<file path="src/rtl/ivt_pkg.sv">
package ivt_pkg;

    localparam int HALF_W = 16;
    localparam int CNT_W  = 2 * HALF_W;
    localparam int ADDR_W = 3;

    // Register offsets
    typedef enum logic [ADDR_W-1:0] {
        A_STATUS  = 3'd0,
        A_CTRL    = 3'd1,
        A_PER_LO  = 3'd2,
        A_PER_HI  = 3'd3,
        A_SNAP_LO = 3'd4,
        A_SNAP_HI = 3'd5
    } reg_addr_e;

    // Control bit positions
    localparam int CB_IEN   = 0;
    localparam int CB_CONT  = 1;
    localparam int CB_START = 2;
    localparam int CB_STOP  = 3;
    localparam int CTL_BITS = 4;

    // Status bit positions
    localparam int SB_FLAG = 0;
    localparam int SB_RUN  = 1;

    typedef struct packed {
        logic cont;
        logic ien;
    } ctl_t;

    typedef struct packed {
        logic st_clr;
        logic ctl_wr;
        logic per_lo;
        logic per_hi;
        logic snap;
        logic start;
        logic stop;
    } wr_t;

    function automatic logic [HALF_W-1:0] half_of(input logic [CNT_W-1:0] v,
                                                  input logic upper);
        return upper ? v[CNT_W-1:HALF_W] : v[HALF_W-1:0];
    endfunction

endpackage

</file>
<file path="src/rtl/ivt_decode.sv">
module ivt_decode
    import ivt_pkg::*;
(
    input  logic                wr_en,
    input  logic [ADDR_W-1:0]   addr,
    input  logic [CTL_BITS-1:0] ctl_bits,
    output wr_t                 w
);
    always_comb begin
        w = '0;
        if (wr_en) begin
            case (reg_addr_e'(addr))
                A_STATUS:  w.st_clr = 1'b1;
                A_CTRL: begin
                    w.ctl_wr = 1'b1;
                    w.start  = ctl_bits[CB_START];
                    w.stop   = ctl_bits[CB_STOP];
                end
                A_PER_LO:  w.per_lo = 1'b1;
                A_PER_HI:  w.per_hi = 1'b1;
                A_SNAP_LO,
                A_SNAP_HI: w.snap   = 1'b1;
                default:   ;
            endcase
        end
    end
endmodule

</file>
<file path="src/rtl/ivt_core.sv">
module ivt_core
    import ivt_pkg::*;
#(
    parameter int HW = HALF_W,
    localparam int CW = 2 * HW
) (
    input  logic          clk,
    input  logic          rst,
    input  wr_t           w,
    input  logic [HW-1:0] wdata,
    output logic [CW-1:0] period_q,
    output logic [CW-1:0] cnt_q,
    output logic          run_q,
    output logic          flag_q,
    output ctl_t          ctl_q
);
    logic          per_wr;
    logic          tick;
    logic          hit;
    logic [CW-1:0] period_nx;

    always_comb begin
        per_wr    = w.per_lo | w.per_hi;
        tick      = run_q & ~per_wr;
        hit       = tick & (cnt_q == '0);
        period_nx = period_q;
        if (w.per_lo) period_nx[HW-1:0]  = wdata;
        if (w.per_hi) period_nx[CW-1:HW] = wdata;
    end

    always_ff @(posedge clk) begin
        if (rst) begin
            period_q <= '1;
            cnt_q    <= '1;
            run_q    <= 1'b0;
            flag_q   <= 1'b0;
            ctl_q    <= '0;
        end else begin
            // a new timeout beats a clear on the same edge
            if (w.st_clr) flag_q <= 1'b0;
            if (hit)      flag_q <= 1'b1;

            period_q <= period_nx;

            if (per_wr) begin
                cnt_q <= period_nx;
                run_q <= 1'b0;
            end else if (hit) begin
                cnt_q <= period_q;
                if (!ctl_q.cont) run_q <= 1'b0;
            end else if (tick) begin
                cnt_q <= cnt_q - 1'b1;
            end

            if (w.ctl_wr) begin
                ctl_q.ien  <= wdata[CB_IEN];
                ctl_q.cont <= wdata[CB_CONT];
                if (w.stop)       run_q <= 1'b0;
                else if (w.start) run_q <= 1'b1;
            end
        end
    end
endmodule

</file>
<file path="src/rtl/ivt_snap.sv">
module ivt_snap #(
    parameter int CW = ivt_pkg::CNT_W
) (
    input  logic          clk,
    input  logic          rst,
    input  logic          take,
    input  logic [CW-1:0] cnt,
    output logic [CW-1:0] snap_q
);
    always_ff @(posedge clk) begin
        if (rst)       snap_q <= '1;
        else if (take) snap_q <= cnt;
    end
endmodule

</file>
<file path="src/rtl/ivt_rdmux.sv">
module ivt_rdmux
    import ivt_pkg::*;
#(
    parameter int HW = HALF_W,
    localparam int CW = 2 * HW
) (
    input  logic [ADDR_W-1:0] addr,
    input  logic              run,
    input  logic              flag,
    input  ctl_t              ctl,
    input  logic [CW-1:0]     period,
    input  logic [CW-1:0]     snap,
    output logic [HW-1:0]     rdata
);
    always_comb begin
        rdata = '0;
        case (reg_addr_e'(addr))
            A_STATUS: begin
                rdata[SB_FLAG] = flag;
                rdata[SB_RUN]  = run;
            end
            A_CTRL: begin
                rdata[CB_IEN]  = ctl.ien;
                rdata[CB_CONT] = ctl.cont;
            end
            A_PER_LO:  rdata = half_of(period, 1'b0);
            A_PER_HI:  rdata = half_of(period, 1'b1);
            A_SNAP_LO: rdata = half_of(snap, 1'b0);
            A_SNAP_HI: rdata = half_of(snap, 1'b1);
            default:   rdata = '0;
        endcase
    end
endmodule

</file>
<file path="src/rtl/interval_timer.sv">
module interval_timer
    import ivt_pkg::*;
#(
    parameter int HW = HALF_W,
    localparam int CW = 2 * HW
) (
    input  logic              clk,
    input  logic              rst,
    input  logic              bus_wr,
    input  logic [ADDR_W-1:0] bus_addr,
    input  logic [HW-1:0]     bus_wdata,
    output logic [HW-1:0]     bus_rdata,
    output logic              irq
);
    wr_t           w;
    logic [CW-1:0] period_q;
    logic [CW-1:0] cnt_q;
    logic [CW-1:0] snap_q;
    logic          run_q;
    logic          flag_q;
    ctl_t          ctl_q;

    ivt_decode u_dec (
        .wr_en    (bus_wr),
        .addr     (bus_addr),
        .ctl_bits (bus_wdata[CTL_BITS-1:0]),
        .w        (w)
    );

    ivt_core #(.HW(HW)) u_core (
        .clk      (clk),
        .rst      (rst),
        .w        (w),
        .wdata    (bus_wdata),
        .period_q (period_q),
        .cnt_q    (cnt_q),
        .run_q    (run_q),
        .flag_q   (flag_q),
        .ctl_q    (ctl_q)
    );

    ivt_snap #(.CW(CW)) u_snap (
        .clk    (clk),
        .rst    (rst),
        .take   (w.snap),
        .cnt    (cnt_q),
        .snap_q (snap_q)
    );

    ivt_rdmux #(.HW(HW)) u_rd (
        .addr   (bus_addr),
        .run    (run_q),
        .flag   (flag_q),
        .ctl    (ctl_q),
        .period (period_q),
        .snap   (snap_q),
        .rdata  (bus_rdata)
    );

    assign irq = flag_q & ctl_q.ien;
endmodule

</file>
<file path="config.mk">
export PLATFORM = sky130hd
export DESIGN_NAME = interval_timer
export DESIGN_NICKNAME = d
export VERILOG_FILES = /design/src/rtl/ivt_pkg.sv /design/src/rtl/ivt_decode.sv /design/src/rtl/ivt_core.sv /design/src/rtl/ivt_snap.sv /design/src/rtl/ivt_rdmux.sv /design/src/rtl/interval_timer.sv
export SDC_FILE = /design/constraint.sdc
export NUM_CORES = 1
export LEC_CHECK = 0
export BUFFER_PORTS_ARGS = -buffer_cell sky130_fd_sc_hd__clkbuf_2
export CAP_MARGIN = 20
export CORE_AREA = 2 2 105 107
export DETAILED_ROUTE_END_ITERATION = 16
export DIE_AREA = 0 0 107 109
export PLACE_DENSITY = 0.78
export SLEW_MARGIN = 20
export SYNTH_ARGS = -nofsm -noshare
export SYNTH_HDL_FRONTEND = slang
export SYNTH_HIERARCHICAL = 1
export SYNTH_SLANG_ARGS = --single-unit
</file>
<file path="constraint.sdc">
create_clock -name clk -period 2.5 [get_ports clk]
set_clock_uncertainty 0.05 [all_clocks]
set_input_delay 0.75 -clock clk [delete_from_list [all_inputs] [get_ports clk]]
set_output_delay 0.75 -clock clk [all_outputs]
set_load 0.01 [all_outputs]
</file>
==> results of run 1 <==
==> cell type report <==
| class | instances | area [um2] |
|---|---|---|
| fill | 881 | 3970 |
| sequential | 100 | 2000 |
| tap | 140 | 175 |
| inverter | 6 | 22.5 |
| clock inverter | 5 | 60.1 |
| clock buffer | 11 | 141 |
| multi-input combinational | 492 | 3380 |
| timing repair buffer | 109 | 845 |
==> synth_stat cells, types with 2 or more instances <==
| master | n |
|---|---|
| and2_1 | 3 |
| nand3_1 | 7 |
| nor2_1 | 30 |
| buf_4 | 2 |
| nor3_1 | 14 |
| a31o_2 | 2 |
| nand2_1 | 12 |
| xnor2_1 | 17 |
| nor3b_1 | 33 |
| a211o_1 | 61 |
| o311ai_0 | 3 |
| dfxtp_1 | 100 |
| nor4b_1 | 2 |
| nor4_1 | 7 |
| o211ai_1 | 4 |
| xor2_1 | 4 |
| mux2i_1 | 38 |
| or3_1 | 6 |
| buf_6 | 8 |
| a21oi_1 | 66 |
| a211oi_1 | 14 |
| nand2b_1 | 5 |
| o21ai_0 | 48 |
| clkbuf_1 | 38 |
| nand3b_1 | 4 |
| inv_1 | 6 |
| and4_1 | 2 |
| buf_2 | 6 |
| nand4_1 | 3 |
| or4_1 | 4 |
| o22ai_1 | 16 |
| buf_1 | 2 |
| nor2b_1 | 61 |
| o31ai_1 | 3 |
==> layer usage <==
metal | up-vias | track usage | routed length, um
met4 | 0 | 0.126 | 567
met3 | 76 | 0.0753 | 1900
li1 | 2567 | - | -
met2 | 341 | 0.428 | 7220
met1 | 2643 | 0.401 | 7260
met5 | - | 0 | 0
==> cell families (layout without fill, tap and decap cells) <==
kind of cell | after synthesis | in the layout
AOI/OAI and AO/OA | 225 | 225
and+or+nand+nor | 205 | 205
DFF | 100 | 100
buffers and inverters | 62 | 131
muxes | 40 | 40
xor gates and xnor gates | 21 | 21
adders and majority gates | 1 | 1
==> state kept, by name (all words and copies together) (netlist names) <==
signal	flops
u_core/cnt_q	32
u_snap/snap_q	32
u_core/run_q	1
u_core/period_q	32
u_core/flag_q	1
u_core/ctl_q	2
==> worst min-delay path: cells and delay by family, from the launching register on <==
| family | cells | cell delay [ns] |
|---|---|---|
| AO/OA/AOI/OAI | 1 | 0.08 |
| AND/OR/NAND/NOR | 1 | 0.12 |
| flip-flops | 1 | 0.33 |
==> metrics by stage <==
step	setup slack, ns	area, um2	TNS, ns	power, mW	utilization
floorplan	0.0799	5670	0	2.08	-
global placement	-0.0874	6350	-0.105	2.27	0.599
detailed placement	-0.0962	6350	-0.252	2.29	0.599
finish	0.0253	6630	0	3.36	0.625
global route	-0.0224	6630	-0.0335	3.48	0.625
CTS	-0.00138	6560	-0.00138	3.34	0.619
==> power by group through the flow <==
stage / Clock [mW] / Combinational [mW] / Sequential (mW)
after floorplan: 0 / 0.325 / 1.76
after global placement: 0 / 0.488 / 1.78
after detailed placement: 0 / 0.507 / 1.78
after CTS: 1.09 / 0.511 / 1.75
after global routing: 1.14 / 0.580 / 1.76
final: 1.07 / 0.531 / 1.75
==> worst min-delay path by stage <==
stage / from / end / slack [ns] / depth (start not counted)
global route: u_core/period_q[8] / u_core/period_q[8] / 0.52 / 2
CTS: u_core/ctl_q[0] / u_core/ctl_q[0] / 0.49 / 2
finish: u_snap/snap_q[4] / u_snap/snap_q[4] / 0.50 / 2
floorplan: u_core/flag_q / u_core/flag_q / 0.41 / 2
detailed placement: u_core/ctl_q[0] / u_core/ctl_q[0] / 0.47 / 2
global placement: u_core/ctl_q[0] / u_core/ctl_q[0] / 0.44 / 2
==> what timing repair did <==
item                                    4_1_cts  5_1_grt
endpoints found under the setup margin       10       13
pin swaps                                     0        4
setup buffers                                 0        3
gates resized for setup                       2       17
cloned                                        0        0
==> impl_metrics.env, run 1 <==
export IMPL_p_clk_frac=0.319
export IMPL_ys_seq_area_frac=0.354
export IMPL_rrSetupSlack_ns=0.08
export IMPL_hold_violations=0
export IMPL_sequentialPowerShare=0.522
export IMPL_totalWireLength_mm=16.9
export IMPL_cts_buffer_depth=2
export IMPL_firstDrtPassIters=5
export IMPL_max_freq_mhz=404
export IMPL_clock_latency_ns=0.38
export IMPL_critPathCaptureType="output pin"
export IMPL_numCtsBuffers=9
export IMPL_r2r_end="u_core/run_q"
export IMPL_grt_ovfl_total=0
export IMPL_grt_pass1_wl_mm=26.3
export IMPL_dp_hpwl_mm=12.1
export IMPL_vdd_ir_drop_max_mv=0.242
export IMPL_die_h_um=109
export IMPL_synth_compound_area_share=0.260
export IMPL_coreArea_mm2=0.0106
export IMPL_maxSlewHeadroom=0.568
export IMPL_grt_pass1_vias=5144
export IMPL_die_area_mm2=0.0117
export IMPL_path_clk_slew_ns=0.09
export IMPL_vias=5627
export IMPL_yosys_area_share_adder=0.00221
export IMPL_startpoint_type="input port"
export IMPL_die_w_um=107
export IMPL_antenna_cells=0
export IMPL_htree_levels=3
export IMPL_yosysTopAreaCell="dfxtp_1"
export IMPL_stdcell_count=863
export IMPL_post_synth_inst_count=654
export IMPL_crit_start="bus_addr[0]"
export IMPL_nets=741
export IMPL_synthXorXnorAreaFrac=0.0325
export IMPL_final_min_clock_period_ns=2.47
export IMPL_worst_pin_slew_ns=0.642
export IMPL_synth_area_leaders="dfxtp_1, a211o_1, nor2b_1, mux2i_1, a21oi_1"
export IMPL_syn_area_per_cell_um2=8.66
export IMPL_cp_num_cells=7
export IMPL_worstPathCellList="buf_12 > buf_12 > buf_8 > buf_6 > mux2i_1 > o22ai_1 > buf_2"
export IMPL_synth_top_family_by_area="compound AO/OA/AOI/OAI gates"
export IMPL_setup_violations=0
export IMPL_track_usage=0.290
export IMPL_period_share=0.990
export IMPL_outcome="completed"
export IMPL_cts_tree="built"
export IMPL_drc=0
export IMPL_yosysUniqueCellTypes=57
export IMPL_hold_class="reg -> reg"
export IMPL_hold_buffers=0
export IMPL_crit_path_end="bus_rdata[0]"
export IMPL_rsz0062_at_grt="yes"
export IMPL_p_int_mw=2.42
export IMPL_yosys_area_share_simple=0.224
export IMPL_grt_antenna_before_repair=0
export IMPL_ant_nets=0
export IMPL_wl_per_cell_um=19.6
export IMPL_required_ns=1.70
export IMPL_cp_max_fo=8
export IMPL_p_sw_frac=0.279
export IMPL_initial_utilization=0.534
export IMPL_arrival_ns=1.67
export IMPL_maxSlewViolCount=0
export IMPL_fin_hold_ws_ns=0.502
export IMPL_pwr_share_comb=0.158
export IMPL_globalplace_congestion=0.960
export IMPL_p_sw_mw=0.935
export IMPL_portBuffers=38
export IMPL_crit_family="buffers and inverters"
export IMPL_synth_area_mm2=0.00566
export IMPL_area_growth_pct=17.1
export IMPL_max_stage_delay_ns=0.16
export IMPL_synth_mux_area_fraction=0.0732
export IMPL_cp_common_cell="buf_12"
export IMPL_crit_slowest_cell="o22ai_1"
export IMPL_most_common_layout_cells="dfxtp_1, a21oi_1, nor2b_1, a211o_1, buf_4"
export IMPL_place_inst=844
export IMPL_synth_ff_type="dfxtp_1"
export IMPL_crit_type="in -> out"
export IMPL_vias_per_cell=6.52
export IMPL_synth_edff_count=0
export IMPL_final_common_cell="dfxtp_1"
export IMPL_p_per_area_mw_per_mm2=506
export IMPL_num_rows=38
export IMPL_async_flop_share=0
export IMPL_synth_fp_nets=677
export IMPL_p_leak_nw=2.51
export IMPL_io_pins=39
export IMPL_grt_max_degree=63
export IMPL_cts_sink_count=100
export IMPL_ys_seq_elements=100
export IMPL_cp_num_buf_inv=5
export IMPL_yosysWarnings=6
export IMPL_r2r_cells=6
export IMPL_synth_top_area_frac=0.354
export IMPL_layout_drive_gt1_share=0.196
export IMPL_reg2reg_from="u_core/cnt_q[5]"
export IMPL_max_cap_violations=0
export IMPL_cts_root_buf="clkbuf_8"
export IMPL_drtIter0Drc=824
No activity file was read; power rests on OpenSTA's default activity.
==> run 2: changes to the inputs <==
==> constraint.sdc (replaced) <==
create_clock -name clk -period 2.5 [get_ports clk]
set_clock_uncertainty 0.05 [all_clocks]
set_input_delay 0.25 -clock clk [delete_from_list [all_inputs] [get_ports clk]]
set_output_delay 0.25 -clock clk [all_outputs]
set_load 0.01 [all_outputs]
==> impl_metrics.env, run 2 (synthesized netlist as in run 1, its figures left out) <==
export IMPL_outcome="completed"
export IMPL_firstDrtPassIters=5
export IMPL_fin_setup_tns_ns=0
export IMPL_final_min_clock_period_ns=2.26
export IMPL_path_clk_slew_ns=0.09
export IMPL_cts_root_buf="clkbuf_8"
export IMPL_grt_antenna_before_repair=0
export IMPL_hold_class="in -> reg"
export IMPL_die_h_um=109
export IMPL_antenna_cells=0
export IMPL_worst_pin_slew_ns=0.838
export IMPL_finish_utilization=0.590
export IMPL_grt_ovfl_total=0
export IMPL_pre_cts_ws_ns=0.306
export IMPL_cp_max_fo=13
export IMPL_hold_buffers=0
export IMPL_max_cap_violations=0
export IMPL_htree_levels=3
export IMPL_startpoint_type="register"
export IMPL_reg2reg_from="u_core/cnt_q[11]"
export IMPL_wl_per_cell_um=19.7
export IMPL_num_rows=38
export IMPL_track_usage=0.283
export IMPL_die_w_um=107
export IMPL_clock_latency_ns=0.38
export IMPL_vias=5276
export IMPL_dp_hpwl_mm=11.4
export IMPL_required_ns=2.69
export IMPL_cts_tree="built"
export IMPL_io_pins=39
export IMPL_max_freq_mhz=443
export IMPL_layout_drive_gt1_share=0.146
export IMPL_setup_violations=0
export IMPL_die_area_mm2=0.0117
export IMPL_worst_slack_ns=0.241
export IMPL_worstPathCellList="nor3_1 > nand4_1 > buf_4 > or3_1 > o311ai_0 > o311ai_0"
export IMPL_biggestRegsByFlops="u_core/cnt_q x32, u_core/period_q x32, u_snap/snap_q x32"
export IMPL_crit_start="u_core/cnt_q[11]"
export IMPL_post_cts_repair_setup_buffers=0
export IMPL_maxSlewViolCount=0
export IMPL_critPathCaptureType="register"
export IMPL_vias_per_cell=6.38
export IMPL_arrival_ns=2.45
export IMPL_holdCritStartpoint="bus_wdata[14]"
export IMPL_drtIter0Drc=679
export IMPL_portBuffers=38
export IMPL_crit_type="reg -> reg"
export IMPL_ant_nets=0
export IMPL_most_common_layout_cells="dfxtp_1, a21oi_1, nor2b_1, a211o_1, o21ai_0"
export IMPL_maxSlewHeadroom=0.442
export IMPL_initial_utilization=0.534
export IMPL_p_per_area_mw_per_mm2=527
export IMPL_grt_pass1_vias=4692
export IMPL_coreArea_mm2=0.0106
export IMPL_rsz0062_at_grt="no"
export IMPL_crit_slowest_cell="or3_1"
export IMPL_cts_sink_count=100
export IMPL_vdd_ir_drop_max_mv=0.422
export IMPL_max_stage_delay_ns=0.43
export IMPL_final_common_cell="dfxtp_1"
export IMPL_totalWireLength_mm=16.3
export IMPL_numCtsBuffers=9
export IMPL_hold_violations=0
export IMPL_grt_max_degree=66
export IMPL_grt_pass1_wl_mm=25.7
export IMPL_cp_common_cell="o311ai_0"
export IMPL_rrSetupSlack_ns=0.24
export IMPL_area_growth_pct=10.6
export IMPL_globalplace_congestion=0.944
export IMPL_period_share=0.903
export IMPL_nets=705
export IMPL_post_cts_resized=0
export IMPL_p_leak_nw=2.30
export IMPL_drc=0
export IMPL_cts_buffer_depth=2
[run 2: cell types whose count changed in the layout (fill, tap and decap cells not counted), moves of 3 or more]
| cell | previous run | this run |
|---|---|---|
| buf_4 | 60 | 31 |
| clkbuf_2 | 32 | 37 |
| buf_12 | 8 | 4 |
| buf_2 | 5 | 1 |
| buf_6 | 3 | 0 |
| mux2i_1 | 35 | 38 |
| mux2i_2 | 3 | 0 |
[run 2: final timing paths]
check,endpoint,cells past startpoint
setup / recovery,u_core/cnt_q[29],6
hold reg to reg,u_core/ctl_q[0],2
hold / removal,u_core/period_q[14],2
setup reg to reg,u_core/cnt_q[29],6
[run 2: critical path, delay by kind of cell, from the launching register on]
family / cells / cell delay (ns)
compound gates: 2 / 0.47
buf+inv: 1 / 0.23
flops: 1 / 0.38
simple gates: 3 / 1.00
[run 2: layout make-up]
type	count	area (um2)
fill	932	4340
multi-input combinational	492	3360
sequential	100	2000
timing repair buffer	73	503
tap	140	175
clock buffer	12	145
clock inverter	4	48.8
inverter	6	22.5
[run 2: per-stage QoR]
step,instances,power (mW),instance area [um2],hold WS (ns)
2_1_floorplan,654,2.08,5660,0.299
3_3_place_gp,811,2.24,6060,0.439
3_5_place_dp,811,2.25,6060,0.451
4_1_cts,827,3.30,6260,0.0526
5_1_grt,827,3.42,6260,0.0541
6_report,827,3.30,6260,0.0658
[run 2: where the power goes]
group          switching, mW  internal (mW)  total, mW
clock network          0.574          0.491       1.06
registers             0.0746           1.67       1.74
logic                  0.269          0.219      0.488
total                  0.918           2.38       3.30
[run 2: routing by layer]
layer,up-vias,wire length [um],GRT usage
li1,2480,-,-
met5,-,0,0
met4,0,200,0.0714
met2,214,6970,0.410
met3,20,1230,0.0586
met1,2562,7900,0.427
